**config.mk**
```make
export PLATFORM = sky130hd
export DESIGN_NAME = atomic_rmw_unit
export DESIGN_NICKNAME = d
export VERILOG_FILES = /design/src/rtl/atom_pkg.sv /design/src/rtl/atom_align_chk.sv /design/src/rtl/atom_dest_class.sv /design/src/rtl/atom_alu.sv /design/src/rtl/atomic_rmw_unit.sv
export SDC_FILE = /design/constraint.sdc
export NUM_CORES = 1
export LEC_CHECK = 0
export ABC_AREA = 1
export BUFFER_PORTS_ARGS = -buffer_cell sky130_fd_sc_hd__buf_2
export CORE_MARGIN = 5
export CORE_UTILIZATION = 35
export CTS_BUF_LIST = sky130_fd_sc_hd__clkbuf_16
export CTS_CLUSTER_SIZE = 10
export DETAILED_ROUTE_END_ITERATION = 8
export PLACE_DENSITY = 0.66
export SETUP_SLACK_MARGIN = 0.3
export SLEW_MARGIN = 20
export SYNTH_ARGS = -nofsm -noshare
export SYNTH_HDL_FRONTEND = slang
export SYNTH_SLANG_ARGS = --single-unit
```
**constraint.sdc**
```tcl
create_clock -name clk -period 2.4 [get_ports clk]
set_input_delay 0.36 -clock clk [delete_from_list [all_inputs] [get_ports clk]]
set_output_delay 0.36 -clock clk [all_outputs]
set_load 0.02 [all_outputs]
```
**src/rtl/atom_pkg.sv**
```systemverilog
package atom_pkg;

    localparam int REG_W = 6;
    localparam int GPR_COUNT = 56;
    localparam int SINK_IDX = 62;
    localparam int ZERO_IDX = 63;

    localparam logic [2:0] OPC_SWAP  = 3'd0;
    localparam logic [2:0] OPC_CSWAP = 3'd1;
    localparam logic [2:0] OPC_ADD   = 3'd2;
    localparam logic [2:0] OPC_ADDNN = 3'd3;
    localparam logic [2:0] OPC_AND   = 3'd4;
    localparam logic [2:0] OPC_OR    = 3'd5;

    localparam logic [1:0] FLT_NONE   = 2'd0;
    localparam logic [1:0] FLT_ALIGN  = 2'd1;
    localparam logic [1:0] FLT_ACCESS = 2'd2;
    localparam logic [1:0] FLT_BADREG = 2'd3;

    typedef enum logic [1:0] {
        ST_IDLE  = 2'd0,
        ST_READ  = 2'd1,
        ST_WRITE = 2'd2,
        ST_RESP  = 2'd3
    } state_e;

endpackage

```
**src/rtl/atom_align_chk.sv**
```systemverilog
module atom_align_chk #(
    parameter int DATA_W = 64
) (
    input  logic [$clog2(DATA_W/8)-1:0] addr_lo,
    input  logic                        narrow,
    output logic                        misaligned
);
    localparam int FULL_LSB = $clog2(DATA_W/8);
    localparam int HALF_LSB = FULL_LSB - 1;

    logic full_bad;
    logic half_bad;

    assign full_bad = |addr_lo;

    generate
        if (HALF_LSB > 0) begin : g_half_check
            assign half_bad = |addr_lo[HALF_LSB-1:0];
        end else begin : g_half_free
            assign half_bad = 1'b0;
        end
    endgenerate

    assign misaligned = narrow ? half_bad : full_bad;
endmodule

```
**src/rtl/atom_dest_class.sv**
```systemverilog
module atom_dest_class
    import atom_pkg::*;
(
    input  logic [REG_W-1:0] dest,
    output logic             to_gpr,
    output logic             illegal
);
    always_comb begin
        to_gpr  = 1'b0;
        illegal = 1'b0;
        if (int'(dest) < GPR_COUNT) begin
            to_gpr = 1'b1;
        end else if (int'(dest) != SINK_IDX && int'(dest) != ZERO_IDX) begin
            illegal = 1'b1;
        end
    end
endmodule

```
**src/rtl/atom_alu.sv**
```systemverilog
module atom_alu
    import atom_pkg::*;
#(
    parameter int DATA_W = 64
) (
    input  logic [2:0]        op,
    input  logic              narrow,
    input  logic [DATA_W-1:0] old_val,
    input  logic [DATA_W-1:0] operand,
    input  logic [DATA_W-1:0] cmpv,
    output logic [DATA_W-1:0] new_val,
    output logic              do_write
);
    localparam int HALF = DATA_W / 2;

    logic [DATA_W-1:0] cmp_ref;
    logic [DATA_W-1:0] sum;
    logic              sum_neg;

    assign cmp_ref = narrow ? {{HALF{cmpv[HALF-1]}}, cmpv[HALF-1:0]} : cmpv;
    assign sum     = old_val + operand;
    assign sum_neg = narrow ? sum[HALF-1] : sum[DATA_W-1];

    always_comb begin
        new_val  = old_val;
        do_write = 1'b0;
        case (op)
            OPC_SWAP: begin
                new_val  = operand;
                do_write = 1'b1;
            end
            OPC_CSWAP: begin
                new_val  = operand;
                do_write = (old_val == cmp_ref);
            end
            OPC_ADD: begin
                new_val  = sum;
                do_write = 1'b1;
            end
            OPC_ADDNN: begin
                new_val  = sum;
                do_write = !sum_neg;
            end
            OPC_AND: begin
                new_val  = old_val & operand;
                do_write = 1'b1;
            end
            OPC_OR: begin
                new_val  = old_val | operand;
                do_write = 1'b1;
            end
            default: begin
                new_val  = old_val;
                do_write = 1'b0;
            end
        endcase
    end
endmodule

```
**src/rtl/atomic_rmw_unit.sv**
```systemverilog
module atomic_rmw_unit
    import atom_pkg::*;
#(
    parameter int ADDR_W = 16,
    parameter int DATA_W = 64
) (
    input  logic              clk,
    input  logic              rst_n,
    input  logic              req_valid,
    input  logic [2:0]        req_op,
    input  logic              req_narrow,
    input  logic [ADDR_W-1:0] req_addr,
    input  logic [DATA_W-1:0] req_operand,
    input  logic [REG_W-1:0]  req_dest,
    output logic              busy,
    input  logic              cmpv_we,
    input  logic [DATA_W-1:0] cmpv_wdata,
    output logic              mem_req,
    output logic              mem_we,
    output logic              mem_narrow,
    output logic [ADDR_W-1:0] mem_addr,
    output logic [DATA_W-1:0] mem_wdata,
    input  logic              mem_ack,
    input  logic [DATA_W-1:0] mem_rdata,
    input  logic              mem_err,
    output logic              rsp_valid,
    output logic              rsp_wr,
    output logic [REG_W-1:0]  rsp_dest,
    output logic [DATA_W-1:0] rsp_data,
    output logic [1:0]        rsp_fault,
    output logic [ADDR_W-1:0] rsp_fault_addr
);
    localparam int HALF     = DATA_W / 2;
    localparam int FULL_LSB = $clog2(DATA_W/8);

    typedef struct packed {
        state_e            st;
        logic [2:0]        op;
        logic              narrow;
        logic [ADDR_W-1:0] addr;
        logic [DATA_W-1:0] operand;
        logic [REG_W-1:0]  dest;
        logic [DATA_W-1:0] old;
        logic [DATA_W-1:0] newv;
        logic [1:0]        fault;
        logic [DATA_W-1:0] cmpv;
    } regs_t;

    regs_t q, d;

    logic              req_misaligned;
    logic              dest_gpr;
    logic              dest_illegal;
    logic [DATA_W-1:0] rd_ext;
    logic [DATA_W-1:0] alu_new;
    logic              alu_wr;

    atom_align_chk #(.DATA_W(DATA_W)) u_align (
        .addr_lo    (req_addr[FULL_LSB-1:0]),
        .narrow     (req_narrow),
        .misaligned (req_misaligned)
    );

    atom_dest_class u_dest (
        .dest    (q.dest),
        .to_gpr  (dest_gpr),
        .illegal (dest_illegal)
    );

    assign rd_ext = q.narrow ? {{HALF{mem_rdata[HALF-1]}}, mem_rdata[HALF-1:0]}
                             : mem_rdata;

    atom_alu #(.DATA_W(DATA_W)) u_alu (
        .op       (q.op),
        .narrow   (q.narrow),
        .old_val  (rd_ext),
        .operand  (q.operand),
        .cmpv     (q.cmpv),
        .new_val  (alu_new),
        .do_write (alu_wr)
    );

    always_comb begin
        d = q;
        if (cmpv_we) begin
            d.cmpv = cmpv_wdata;
        end
        case (q.st)
            ST_IDLE: begin
                if (req_valid) begin
                    d.op      = req_op;
                    d.narrow  = req_narrow;
                    d.addr    = req_addr;
                    d.operand = req_operand;
                    d.dest    = req_dest;
                    d.old     = '0;
                    d.newv    = '0;
                    if (req_misaligned) begin
                        d.fault = FLT_ALIGN;
                        d.st    = ST_RESP;
                    end else begin
                        d.fault = FLT_NONE;
                        d.st    = ST_READ;
                    end
                end
            end
            ST_READ: begin
                if (mem_ack) begin
                    if (mem_err) begin
                        d.fault = FLT_ACCESS;
                        d.st    = ST_RESP;
                    end else begin
                        d.old  = rd_ext;
                        d.newv = alu_new;
                        if (alu_wr) begin
                            d.st = ST_WRITE;
                        end else begin
                            d.st = ST_RESP;
                            if (dest_illegal) begin
                                d.fault = FLT_BADREG;
                            end
                        end
                    end
                end
            end
            ST_WRITE: begin
                if (mem_ack) begin
                    d.st = ST_RESP;
                    if (mem_err) begin
                        d.fault = FLT_ACCESS;
                    end else if (dest_illegal) begin
                        d.fault = FLT_BADREG;
                    end
                end
            end
            ST_RESP: begin
                d.st = ST_IDLE;
            end
            default: begin
                d.st = ST_IDLE;
            end
        endcase
    end

    always_ff @(posedge clk) begin
        if (!rst_n) begin
            q <= '0;
        end else begin
            q <= d;
        end
    end

    assign busy           = (q.st != ST_IDLE);
    assign mem_req        = (q.st == ST_READ) || (q.st == ST_WRITE);
    assign mem_we         = (q.st == ST_WRITE);
    assign mem_narrow     = q.narrow;
    assign mem_addr       = q.addr;
    assign mem_wdata      = q.newv;
    assign rsp_valid      = (q.st == ST_RESP);
    assign rsp_wr         = rsp_valid && (q.fault == FLT_NONE) && dest_gpr;
    assign rsp_dest       = q.dest;
    assign rsp_data       = q.old;
    assign rsp_fault      = q.fault;
    assign rsp_fault_addr = q.addr;

    // A write access only ever follows a clean read acknowledge.
    assert_write_after_read_R2: assert property (@(posedge clk) disable iff (!rst_n)
        $rose(mem_we) |-> $past(mem_ack && !mem_err));

    // No access may be made to a misaligned address.
    assert_aligned_access_R7: assert property (@(posedge clk) disable iff (!rst_n)
        mem_req |-> (q.narrow ? (q.addr[1:0] == 2'b00) : (q.addr[2:0] == 3'b000)));

    // Register file writes only target ordinary registers.
    assert_dest_legal_R9: assert property (@(posedge clk) disable iff (!rst_n)
        rsp_wr |-> (int'(rsp_dest) < GPR_COUNT));

    // The response is delivered while the engine still reports busy.
    assert_rsp_in_busy_R11: assert property (@(posedge clk) disable iff (!rst_n)
        rsp_valid |-> busy);

    // The address held for the sequence cannot be disturbed while busy.
    assert_addr_hold_R11: assert property (@(posedge clk) disable iff (!rst_n)
        busy |=> $stable(mem_addr));

    // Compare register changes only through its own write port.
    assert_cmpv_port_R10: assert property (@(posedge clk) disable iff (!rst_n)
        !$past(cmpv_we) |-> $stable(q.cmpv));

endmodule

```
# [Word-level counts from Yosys, hierarchy flattened]
# Cells that the tools add are included.
# W data, S select, Z words.
[totals] register_bits=286 latch_bits=0 mem_bits_rw=0 romBits=0 output_inout_bits=174 n_memories=0
[op_classes] addsub=1 mul=0 n_div=0 n_lt_le_gt_ge=1 n_eq_ne=16 shifts=0 n_mux=26 bitwise=2 reduce_logical=20
[ops] cell="$pmux W128 S2" n=1
[ops] cell="$pmux W64 S4" n=1
[ops] cell="$mux W222" n=1
[ops] cell="$mux W130" n=1
[ops] cell="$mux W128" n=1
[ops] cell="$mux W64" n=2
[ops] cell="$add A64 B64 Y64" n=1
[ops] cell="$and A64 B64 Y64" n=1
[ops] cell="$eq A64 B64 Y1" n=1
[ops] cell="$or A64 B64 Y64" n=1
[ops] cell="$mux W2" n=8
[ops] cell="$mux W1" n=8
[ops] cell="$pmux W2 S4" n=1
[ops] cell="$eq A3 B2 Y1 const B" n=2
[ops] cell="$eq A3 B3 Y1 const B" n=2
[ops] cell="$lt A6 B6 Y1 const B" n=1
[ops] cell="$ne A2 B2 Y1 const B" n=3
[ops] cell="$ne A6 B1 Y1 const B" n=1
[ops] cell="$ne A6 B2 Y1 const B" n=1
[ops] cell="$pmux W2 S3" n=1
[ops] cell="$reduce_or A2 Y1" n=3
[ops] cell="$reduce_and A5 Y1" n=1
[ops] cell="$eq A2 B2 Y1 const B" n=2
[ops] cell="$logic_not A2 Y1" n=2
[ops] cell="16 further kinds" n=19

# [Depth between registers and ports, before layout]
# Gate-level depths: netlist of run 1.
[depth] word_depth=9 depth_mapped=24

# [Modules after synthesis]
# Synthesis of run 1 repeated with hierarchy kept, for this count alone.
[unflattened] cells_unflattened=3735 area_unflattened_um2=22120.0
[by_module_without_submodules] mod="atomic_rmw_unit" n_inst=1 cells_per_inst=1784 area_each_um2=12331.8 seq_area_each_um2=5725.5
[by_module_without_submodules] mod="atom_alu" n_inst=1 cells_per_inst=1943 area_each_um2=9749.4 seq_area_each_um2=0.0
[by_module_without_submodules] mod="atom_dest_class" n_inst=1 cells_per_inst=4 area_each_um2=23.8 seq_area_each_um2=0.0
[by_module_without_submodules] mod="atom_align_chk" n_inst=1 cells_per_inst=4 area_each_um2=15.0 seq_area_each_um2=0.0

# [Worst setup path after synthesis of run 1]
# OpenSTA, ideal clock, no wires.
[synth_timing] path_type="reg2reg" startpoint="register q, in the netlist mem_narrow" endpoint="register q, in the netlist rsp_fault[0]" setup_ns=0.115 arrival_time_ns=2.653 t_required_ns=2.285 slack_ns=-0.368 stages_incl_launch_ff=22 path_buffers=2 synth_period_minus_slack_ns=2.768 path_cell_list="dfxtp_1 inv_2 buf_6 buf_2 nand2_1 nand2_1 inv_1 ha_1 nand2_1 nor2_1 nand2_1 nor2_1 and3_1 nand2_1 nand2_1 nand2_1 nand3_1 nand2_1 nand2_2 nand3_2 a21oi_1 nor2_1"
[synth_via] elab_chain_len=7 elab_cells_between_ends=9 cone_classes="1 x add/sub; 2 x eq/ne; 4 x mux; 2 x reduce/logical"
[synth_rtl] item="start: declaration" line_no="atomic_rmw_unit.sv:49" source="regs_t q, d;"
[synth_rtl] item="start signal: assignment" line_no="atomic_rmw_unit.sv:147" source="q <= '0;"
[synth_rtl] item="start signal: assignment" line_no="atomic_rmw_unit.sv:149" source="q <= d;"
[synth_rtl] item="$mux W64" line_no="atomic_rmw_unit.sv:70" source="assign rd_ext = q.narrow ? {{HALF{mem_rdata[HALF-1]}}, mem_rdata[HALF-1:0]}"
[synth_rtl] item="$add A64 B64 Y64" line_no="atom_alu.sv:21" source="assign sum = old_val + operand;"
[synth_rtl] item="$mux W1" line_no="atom_alu.sv:22" source="assign sum_neg = narrow ? sum[HALF-1] : sum[DATA_W-1];"
[synth_rtl] item="$logic_not A1 Y1" line_no="atom_alu.sv:42" source="do_write = !sum_neg;"
[synth_rtl] item="$pmux W1 S3 (*)" line_no="atom_alu.sv:27" source="case (op)"
[synth_rtl] item="$ne A3 B3 Y1 (no source line) (*)"
[synth_rtl] item="$reduce_and A5 Y1 (no source line) (*)"
# Every way passes the cells marked *; elsewhere a longest branch is shown, timed or not.
# A chain may end at the register's enable or synchronous reset.

# [Worst setup path in the final report of run 1]
[layout_timing] startpoint="register q, in the netlist mem_narrow" endpoint="register q, in the netlist mem_wdata[55]"
[layout_via] elab_chain_len=6 elab_cells_between_ends=8 cone_classes="1 x add/sub; 5 x mux; 2 x bitwise"
[layout_rtl] item="$mux W64 (*)" line_no="atomic_rmw_unit.sv:70"
[layout_rtl] item="$add A64 B64 Y64, or another cell as far along" line_no="atom_alu.sv:21"
[layout_rtl] item="$pmux W64 S4 (*)" line_no="atom_alu.sv:27"
[layout_rtl] item="$mux W128 (*)" line_no="atomic_rmw_unit.sv:109" source="if (mem_err) begin"
[layout_rtl] item="$mux W130 (*)" line_no="atomic_rmw_unit.sv:108" source="if (mem_ack) begin"
[layout_rtl] item="$pmux W128 S2 (*)" line_no="atomic_rmw_unit.sv:88" source="case (q.st)"
# Every way passes the cells marked *; elsewhere a longest branch is shown, timed or not. The select of a mux whose other input is x is not followed.

==> impl_metrics.json, run 1 <==
{
  "setup_ws_ps": -452,
  "use_met3": 0.0398,
  "track_usage": 0.289,
  "p_switching_w": 0.0140,
  "worst_pin_slew_ps": 854,
  "viasPerCell": 5.29,
  "violations": "negative setup slack",
  "synth_edf_count": 0,
  "crit_required_ps": 2890,
  "grt_pass1_wl_mm": 142,
  "dpl_cell_area_um2": 26000,
  "max_slew_margin": 0.430,
  "finalNetCount": 4279,
  "holdBufCountCts": 0,
  "maxCapViolCount": 0,
  "design_area_um2": 32200,
  "yosys_warnings": 0,
  "synth_area_um2": 20100,
  "initialDrtViolationCount": 2191,
  "fin_skew_ps": 19.4,
  "wl_mm": 99.6,
  "initial_utilization": 0.354,
  "r2r_cells": 22,
  "multiInputGateArea_um2": 15200,
  "crit_slowest_cell": "dfxtp_4",
  "num_rows": 87,
  "p_total_w": 0.0314,
  "dieArea_um2": 62200,
  "final.period_utilization": 1.19,
  "outcome": "finished with violations",
  "die_h_um": 249,
  "overflow": 0,
  "root_buffer": "clkbuf_16",
  "insertion_delay_ps": 570,
  "powerDensity_nw_per_um2": 973,
  "crit_path_end_kind": "flip-flop",
  "vias": 24900,
  "io_buffers": 397,
  "grt_start_max_net_pins": 61,
  "firstDrtPassIters": 6,
  "use_met1": 0.363,
  "cp.arrival_ps": 3340,
  "cts_tree": "done",
  "clk_path_buf_depth": 3,
  "cp_common_cell": "nand2_1",
  "avgSynthCellArea_um2": 6.44,
  "utilization": 0.569,
  "pin_count": 398,
  "internal-power_w": 0.0174,
  "h-tree-depth": 2,
  "cp_cell_sequence": "buf_12 -> inv_6 -> buf_6 -> a21oi_4 -> inv_2 -> ha_4 -> nand2_1 -> nand2_1 -> nand2_1 -> nand2_1 -> nand2_1 -> nand2_2 -> buf_4 -> buf_4 -> nor2_1 -> o211ai_1 -> buf_4 -> nand2_1 -> nand2_1 -> o21ai_2 -> nand2_2 -> a21oi_1",
  "path_class": "flip-flop to flip-flop",
  "vdd_ir_drop_max_v": 0.000599,
  "async_flop_share": 0,
  "maxClockFrequency_ghz": 0.351,
  "pre_cts_ws_ps": -770,
  "top_usage_layer": "met2",
  "power_frac_comb": 0.630,
  "fin_crit_ps": 2850,
  "antenna_left": 0,
  "whs_ps": 21.8,
  "layout-drive-gt1-share": 0.475,
  "regArea_um2": 5760,
  "wl_per_cell_um": 21.2,
  "n_fill_cell": 5242,
  "p_leak_nw": 14.9,
  "r2r_start": "mem_narrow",
  "r2r-end": "mem_wdata[55]",
  "power_frac_clock": 0.180,
  "coreArea_um2": 56600,
  "critPathLaunchType": "flip-flop",
  "numCtsBuffers": 38,
  "whs_path_depth": 3,
  "r2r_setup_slack_ps": -450,
  "seq_area_frac_synth": 0.285,
  "rsz0062_at_grt": "yes",
  "synthToLayoutAreaGrowth_pct": 60.7,
  "hold_class": "input pin to flip-flop",
  "finalMaxSlewViolations": 0,
  "slowest_delay_ps": 380,
  "ys_ff_latch": 286,
  "hpwl_mm": 73.4,
  "switching_share": 0.447,
  "drc": 0,
  "cts.clk_slew.worst_paths_ps": 60,
  "cts.sinks": 286,
  "ys.flop_type": "dfxtp_1",
  "antenna_found_initial": 2,
  "die_w_um": 249,
  "syn_inst": 3115,
  "yosysUniqueCellTypes": 43,
  "finalHoldViolCount": 0,
  "finalSetupViolCount": 38,
  "worstHoldStart": "cmpv_wdata[3]",
  "power_frac_seq": 0.191,
  "cp_max_fo": 6,
  "gp_congestion": 1.02,
  "use_met2": 0.486,
  "grt_pass1_vias": 23900,
  "synth_nets": 3472,
  "holdPathEnd": "q[3]"
}
## flip-flops by register name, indices dropped and copies added, names as in the netlist
register and cells:
q 133, mem_addr 16, rsp_fault 2, rsp_dest 6, mem_wdata 64, mem_narrow 1
rsp_data 64
## per-stage QoR
stage,setup TNS [ps],std cells
after floorplan,-28.0,3115
after global placement,-24990,4522
after detailed placement,-25390,4522
after CTS,-10110,4641
after global routing,-14490,4696
final,-10300,4696
## critical path: cells and delay by family (launching register included)
kind / cells / cell delay (ps)
compound gates: 4 / 580
flops: 1 / 380
fa+ha+maj: 1 / 170
buf+inv: 7 / 870
simple gates: 10 / 760
## what timing repair did
item | CTS | global route
gates resized for setup | 621 | 432
pin swaps | 170 | 250
cloned | 4 | 5
setup endpoints to repair | 100 | 122
setup buffers | 58 | 49
## logic make-up (layout without fill, tap and decap cells)
group | Yosys count | in the layout | share of synthesized area
and+or+nand+nor | 1219 | 1219 | 0.241
DFF | 286 | 286 | 0.285
AOI/OAI and AO/OA | 825 | 825 | 0.227
xor gates and xnor gates | 33 | 33 | 0.0144
adders and majority gates | 133 | 133 | 0.0833
other | 0 | 1 | 0
buffers and inverters | 619 | 1443 | 0.149
## power groups by stage
stage / combinational, W / sequential, W / clock, W
2_1_floorplan: 0.00789 / 0.00590 / 0
3_3_place_gp: 0.0142 / 0.00598 / 0
3_5_place_dp: 0.0143 / 0.00599 / 0
4_1_cts: 0.0169 / 0.00594 / 0.00572
5_1_grt: 0.0209 / 0.00605 / 0.00588
6_report: 0.0198 / 0.00598 / 0.00563
## cell type report
| cell class | count | share of cell area |
|---|---|---|
| multi-input cells | 2210 | 0.472 |
| repair buffers | 1073 | 0.244 |
| flip-flops and latches | 286 | 0.179 |
| inverters | 310 | 0.0382 |
| clock buffers | 39 | 0.0303 |
| well taps | 756 | 0.0293 |
| clock inverters | 18 | 0.00644 |
| repair inverters | 3 | 0.000815 |
| diodes | 1 | 0.0000776 |
## worst max-delay path by stage
stage	from	endpoint	slack, ps	cells past startpoint
6_report	mem_narrow	mem_wdata[55]	-450	22
5_1_grt	mem_narrow	mem_wdata[57]	-550	21
4_1_cts	mem_narrow	rsp_fault[0]	-390	24
3_5_place_dp	mem_rdata[31]	mem_wdata[62]	-770	19
3_3_place_gp	mem_rdata[31]	mem_wdata[62]	-790	20
2_1_floorplan	mem_narrow	rsp_fault[1]	-20	18
## per-layer routing
layer,vias to the layer above,routed length (um)
met5,-,13
met4,2,6670
met3,333,7050
met2,1173,46300
met1,11700,39600
li1,11700,-
## synth_stat cells, types with 9 or more instances
library cell    n  share of area
dfxtp_1       286           0.29
o21ai_1        17         0.0042
buf_4         169          0.063
ha_1          132          0.082
clkbuf_1      114          0.021
o21ai_0       245          0.061
a31oi_1        14         0.0044
nand3_1        92          0.023
nor3_1         30         0.0075
a21oi_1       383          0.096
o211ai_1       24         0.0090
nand4_1         9         0.0028
a221oi_1       14         0.0061
xnor2_1        15         0.0065
inv_1         300          0.056
buf_1          15         0.0028
o22ai_1        44          0.014
a211oi_1       24         0.0090
xor2_1         18         0.0079
nor2_1        378          0.071
o21bai_1       16         0.0060
nand2_1       686           0.13
## layout by cell type (no fill, tap or decap), drive strengths merged, types with 9 or more instances in the layout
cell / instances
a211oi: 24
a21oi: 390
a221oi: 14
a31oi: 14
buf: 1067
clkbuf: 44
clkinv: 10
dfxtp: 286
ha: 132
inv: 317
nand2: 692
nand3: 93
nand4: 9
nor2: 378
nor3: 31
o211ai: 24
o21ai: 262
o21bai: 16
o22ai: 44
xnor2: 15
xor2: 18
Note: power is estimated with default switching activity, not from simulation.
==> run 2: changes to the inputs <==
--- a/config.mk
+++ b/config.mk
@@ -12,7 +12,7 @@
 export CTS_BUF_LIST = sky130_fd_sc_hd__clkbuf_16
 export CTS_CLUSTER_SIZE = 10
 export DETAILED_ROUTE_END_ITERATION = 8
-export PLACE_DENSITY = 0.66
+export PLACE_DENSITY = 0.64
 export SETUP_SLACK_MARGIN = 0.3
 export SLEW_MARGIN = 20
 export SYNTH_ARGS = -nofsm -noshare
==> constraint.sdc (replaced) <==
create_clock -name clk -period 3.4 [get_ports clk]
set_input_delay 0.51 -clock clk [delete_from_list [all_inputs] [get_ports clk]]
set_output_delay 0.51 -clock clk [all_outputs]
set_load 0.02 [all_outputs]
==> impl_metrics.json, run 2 (same netlist as run 1, synthesis figures left out) <==
{
  "viasPerCell": 5.22,
  "pin_count": 398,
  "cts.clk_slew.worst_paths_ps": 60,
  "dieArea_um2": 62200,
  "vias": 21700,
  "top_layer_used": "met5",
  "vdd_ir_drop_max_v": 0.000398,
  "initialDrtViolationCount": 2076,
  "hpwl_mm": 66.5,
  "final_cells": 4153,
  "num_rows": 87,
  "finalNetCount": 3736,
  "hold_class": "input pin to flip-flop",
  "synthToLayoutAreaGrowth_pct": 19.3,
  "holdBufCountCts": 0,
  "met2WireLength_mm": 37.9,
  "routed-wl-met3_mm": 7.30,
  "insertion_delay_ps": 560,
  "track_usage": 0.258,
  "r2r_start": "mem_narrow",
  "p_total_w": 0.0162,
  "gp_congestion": 1.02,
  "path_class": "flip-flop to flip-flop",
  "die_w_um": 249,
  "antenna_found_initial": 6,
  "grt_start_max_net_pins": 99,
  "layout-drive-gt1-share": 0.203,
  "cp.arrival_ps": 3460,
  "wl_mm": 85.5,
  "fin_tns_setup_ps": 0,
  "critPathLaunchType": "flip-flop",
  "finalMaxSlewViolations": 0,
  "coreArea_um2": 56600,
  "maxClockFrequency_ghz": 0.336,
  "fin_skew_ps": 27.2,
  "max_slew_margin": 0.503,
  "firstDrtPassIters": 6,
  "worst_pin_slew_ps": 745,
  "fin_crit_ps": 2980,
  "crit_path_end_kind": "flip-flop",
  "drc": 0,
  "design_area_um2": 23900,
  "powerDensity_nw_per_um2": 677,
  "utilization": 0.423,
  "regMostFlops": "q",
  "largest_reg_flops": 133,
  "layout_common_cells": "670 x nand2_1, 396 x buf_2, 373 x a21oi_1, 359 x nor2_1, 299 x inv_1",
  "crit_required_ps": 3890,
  "wl_per_cell_um": 20.6,
  "maxCapViolCount": 0,
  "final_common_cell": "nand2_1",
  "worstHoldStart": "cmpv_wdata[3]",
  "numCtsBuffers": 37,
  "antenna_left": 0,
  "die_h_um": 249,
  "finalHoldViolCount": 0,
  "initial_utilization": 0.354,
  "clk_path_buf_depth": 3,
  "rsz0062_at_grt": "yes",
  "startpoint": "mem_narrow",
  "h-tree-depth": 2,
  "outcome": "finished, final reports clean",
  "cts.sinks": 286,
  "wl_met1_mm": 36.4,
  "cp_max_fo": 19,
  "cts_tree": "done",
  "root_buffer": "clkbuf_16",
  "p_leak_nw": 11.3,
  "final.period_utilization": 0.876,
  "grt_pass1_vias": 20700,
  "overflow": 0,
  "finalSetupViolCount": 0,
  "grt_pass1_wl_mm": 127,
  "dpl_cell_area_um2": 22300,
  "dp.cells": 4092,
  "io_buffers": 397
}
[run 2: cell type report]
type | instances | area (um2)
antenna | 4 | 10.0
clock buffer | 38 | 951
clock inverter | 15 | 124
fill | 6224 | 32700
inverter | 310 | 1180
multi-input combinational | 2210 | 11800
sequential | 286 | 5730
tap | 756 | 946
timing repair buffer | 534 | 3140
[run 2: routing by layer]
layer  vias up  GRT usage
li1      10600          -
met1      9996      0.344
met2       933      0.411
met3       160     0.0525
met4         4      0.102
met5         -          0
[run 2: path summary, 6_finish.rpt]
check        slack, ps  cells past startpoint             to
max                420                     18  mem_wdata[55]
min                170                      3           q[3]
max reg2reg        420                     18  mem_wdata[55]
min reg2reg        460                      2   rsp_data[56]
[run 2: metrics by stage]
step	hold slack (ps)	worst slack [ps]
after floorplan	440	632
after global placement	447	-89.2
after detailed placement	449	-141
after CTS	145	263
after global routing	161	267
final	170	421
[run 2: repair_timing]
| action | in CTS | in global routing |
|---|---|---|
| setup endpoints to repair | 31 | 31 |
| buffers inserted | 1 | 2 |
| pin swaps | 0 | 8 |
| cloned | 0 | 1 |
| gates resized for setup | 21 | 99 |
[run 2: critical path, cell delays in order, from the launching register on]
cell      delay, ps
dfxtp_4         420
inv_6            70
buf_12          150
nand2_1         120
nand2_1         120
buf_4           200
ha_1            230
a21oi_2         200
nand2_1         110
a21oi_1         170
buf_4           140
nor2_1           30
nor2_1          150
o211ai_1        220
nand2_1         110
nand2_1          50
o21ai_0         210
nand2_1          80
a21oi_1         120
[run 2: report_power, final]
part           internal (W)  switching (W)
Combinational       0.00276        0.00560
Sequential          0.00386       0.000345
Clock               0.00208        0.00155
Total               0.00870        0.00750
==> run 3: changes to the inputs <==
--- a/config.mk
+++ b/config.mk
@@ -7,7 +7,7 @@
 export LEC_CHECK = 0
 export ABC_AREA = 1
 export BUFFER_PORTS_ARGS = -buffer_cell sky130_fd_sc_hd__buf_2
-export CORE_MARGIN = 5
+export CORE_ASPECT_RATIO = 2
 export CORE_UTILIZATION = 35
 export CTS_BUF_LIST = sky130_fd_sc_hd__clkbuf_16
 export CTS_CLUSTER_SIZE = 10
==> constraint.sdc (replaced) <==
create_clock -name clk -period 3.5 [get_ports clk]
set_input_delay 0.525 -clock clk [delete_from_list [all_inputs] [get_ports clk]]
set_output_delay 0.525 -clock clk [all_outputs]
set_load 0.02 [all_outputs]
==> impl_metrics.json, run 3 (same netlist as run 1, synthesis figures left out) <==
{
  "final.period_utilization": 0.887,
  "cts.sinks": 286,
  "grt_pass1_wl_mm": 138,
  "cts.clk_slew.worst_paths_ps": 60,
  "critPathLaunchType": "flip-flop",
  "whs_path_depth": 3,
  "die_w_um": 171,
  "final_common_cell": "nand2_1",
  "pin_count": 398,
  "hpwl_mm": 77.1,
  "worstHoldStart": "cmpv_wdata[60]",
  "numCtsBuffers": 35,
  "layout_common_cells": "674 x nand2_1, 396 x buf_2, 372 x a21oi_1, 358 x nor2_1, 299 x inv_1",
  "switching_share": 0.477,
  "slowest_delay_ps": 390,
  "whs_ps": 198,
  "root_buffer": "clkbuf_16",
  "cp_cell_sequence": "nand2_2 -> buf_12 -> nand2_2 -> inv_1 -> ha_1 -> a21o_1 -> buf_4 -> a31oi_2 -> o21ai_0 -> nand2_1 -> o2111ai_1 -> nor2_1 -> nand2_1 -> nand2_1 -> nand3_1 -> nand2_1 -> nand2_1 -> a21oi_1",
  "initialDrtViolationCount": 1705,
  "initial_utilization": 0.355,
  "antenna_left": 0,
  "h-tree-depth": 2,
  "maxClockFrequency_ghz": 0.322,
  "final_cells": 4190,
  "outcome": "finished, final reports clean",
  "holdPathEnd": "q[60]",
  "n_fill_cell": 6271,
  "wl_mm": 96.7,
  "viasPerCell": 5.32,
  "synthToLayoutAreaGrowth_pct": 19.8,
  "max_slew_margin": 0.366,
  "cp_max_fo": 12,
  "power_frac_comb": 0.535,
  "coreArea_um2": 56500,
  "finalSetupViolCount": 0,
  "cts_tree": "done",
  "overflow": 0,
  "p_leak_nw": 11.5,
  "fin_skew_ps": 25.3,
  "powerDensity_nw_per_um2": 663,
  "drc": 0,
  "vdd_ir_drop_max_v": 0.000473,
  "dpl_cell_area_um2": 22700,
  "r2r-end": "mem_wdata[60]",
  "layout-drive-gt1-share": 0.210,
  "crit_slowest_cell": "dfxtp_4",
  "holdBufCountCts": 0,
  "crit_required_ps": 3980,
  "finalMaxSlewViolations": 0,
  "design_area_um2": 24000,
  "dieArea_um2": 58300,
  "antenna_found_initial": 2,
  "utilization": 0.425,
  "worst_pin_slew_ps": 950,
  "r2r_cells": 18,
  "p_switching_w": 0.00760,
  "track_usage": 0.327,
  "dp.cells": 4142,
  "grt_pass1_vias": 21500,
  "hold_class": "input pin to flip-flop",
  "startpoint": "mem_narrow",
  "critPathBufInv": 3,
  "rsz0062_at_grt": "yes",
  "firstDrtPassIters": 7,
  "fin_crit_ps": 3110,
  "gp_congestion": 1.08,
  "crit_path_end_kind": "flip-flop",
  "r2r_setup_slack_ps": 390,
  "num_rows": 123,
  "regMostFlops": "q",
  "finalNetCount": 3788,
  "fin_tns_setup_ps": 0,
  "die_h_um": 341,
  "cp_common_cell": "nand2_1",
  "path_class": "flip-flop to flip-flop",
  "power_frac_clock": 0.209,
  "wl_per_cell_um": 23.1,
  "vias": 22300,
  "clk_path_buf_depth": 3,
  "maxCapViolCount": 0,
  "grt_start_max_net_pins": 83,
  "insertion_delay_ps": 560,
  "finalHoldViolCount": 0,
  "largest_reg_flops": 133,
  "r2r_start": "mem_narrow",
  "internal-power_w": 0.00834,
  "cp.arrival_ps": 3590,
  "power_frac_seq": 0.257,
  "io_buffers": 397,
  "crit_family": "simple AND/OR/NAND/NOR gates"
}
==> run 3: cell count changes in the layout (fill, tap and decap cells not counted), sizes merged <==
cell and change:
buf +55, inv +1, clkinv -5, bufinv -1, diode -2, clkinvlp -1, clkbuf -4
==> run 3: layout make-up <==
type                            count  area [um2]  area share
Multi-Input combinational cell   2210       11700       0.487
Sequential cell                   286        5730       0.238
Timing Repair Buffer              588        3540       0.147
Inverter                          310        1170      0.0488
Tap cell                          750         938      0.0391
Clock buffer                       35         876      0.0365
Clock inverter                      9        57.6     0.00240
Antenna cell                        2        5.00    0.000208
==> run 3: routing by layer <==
layer	routed length, um	vias to the layer above	GRT usage	part of all wire
li1	-	10700	-	-
met1	32400	10300	0.316	0.33
met2	47200	955	0.575	0.49
met3	5610	329	0.0481	0.058
met4	11500	0	0.326	0.12
met5	0	-	0	0
==> run 3: per-stage QoR <==
step / power (W) / worst slack (ps)
final: 0.0159 / 394
after global routing: 0.0168 / 283
after CTS: 0.0156 / 329
after detailed placement: 0.0122 / -209
after global placement: 0.0122 / -205
after floorplan: 0.00923 / 732
==> run 3: power by group through the flow <==
stage                     Clock (W)  Combinational (W)  Sequential, W
after CTS                   0.00338            0.00816        0.00408
after global routing        0.00348            0.00918        0.00414
after detailed placement          0            0.00810        0.00414
after floorplan                   0            0.00518        0.00404
final                       0.00332            0.00852        0.00409
after global placement            0            0.00809        0.00413
==> run 3: timing repair <==
| item | CTS | global route |
|---|---|---|
| buffers inserted | 0 | 2 |
| gates cloned | 0 | 0 |
| resized for setup | 15 | 74 |
| pin swaps | 0 | 4 |
| endpoints found under the setup margin | 26 | 30 |
==> run 3: worst max path at each step <==
stage	depth (start not counted)	endpoint
2_1_floorplan	21	rsp_fault[0]
3_3_place_gp	22	mem_wdata[41]
3_5_place_dp	22	mem_wdata[41]
4_1_cts	19	mem_wdata[53]
5_1_grt	16	mem_wdata[38]
6_report	18	mem_wdata[60]
==> run 3: worst register-to-register path: stages, from the launching register on <==
cell	delay, ps
dfxtp_4	390
nand2_2	110
buf_12	180
nand2_2	170
inv_1	90
ha_1	290
a21o_1	250
buf_4	170
a31oi_2	220
o21ai_0	200
nand2_1	230
o2111ai_1	160
nor2_1	140
nand2_1	70
nand2_1	60
nand3_1	70
nand2_1	90
nand2_1	50
a21oi_1	110
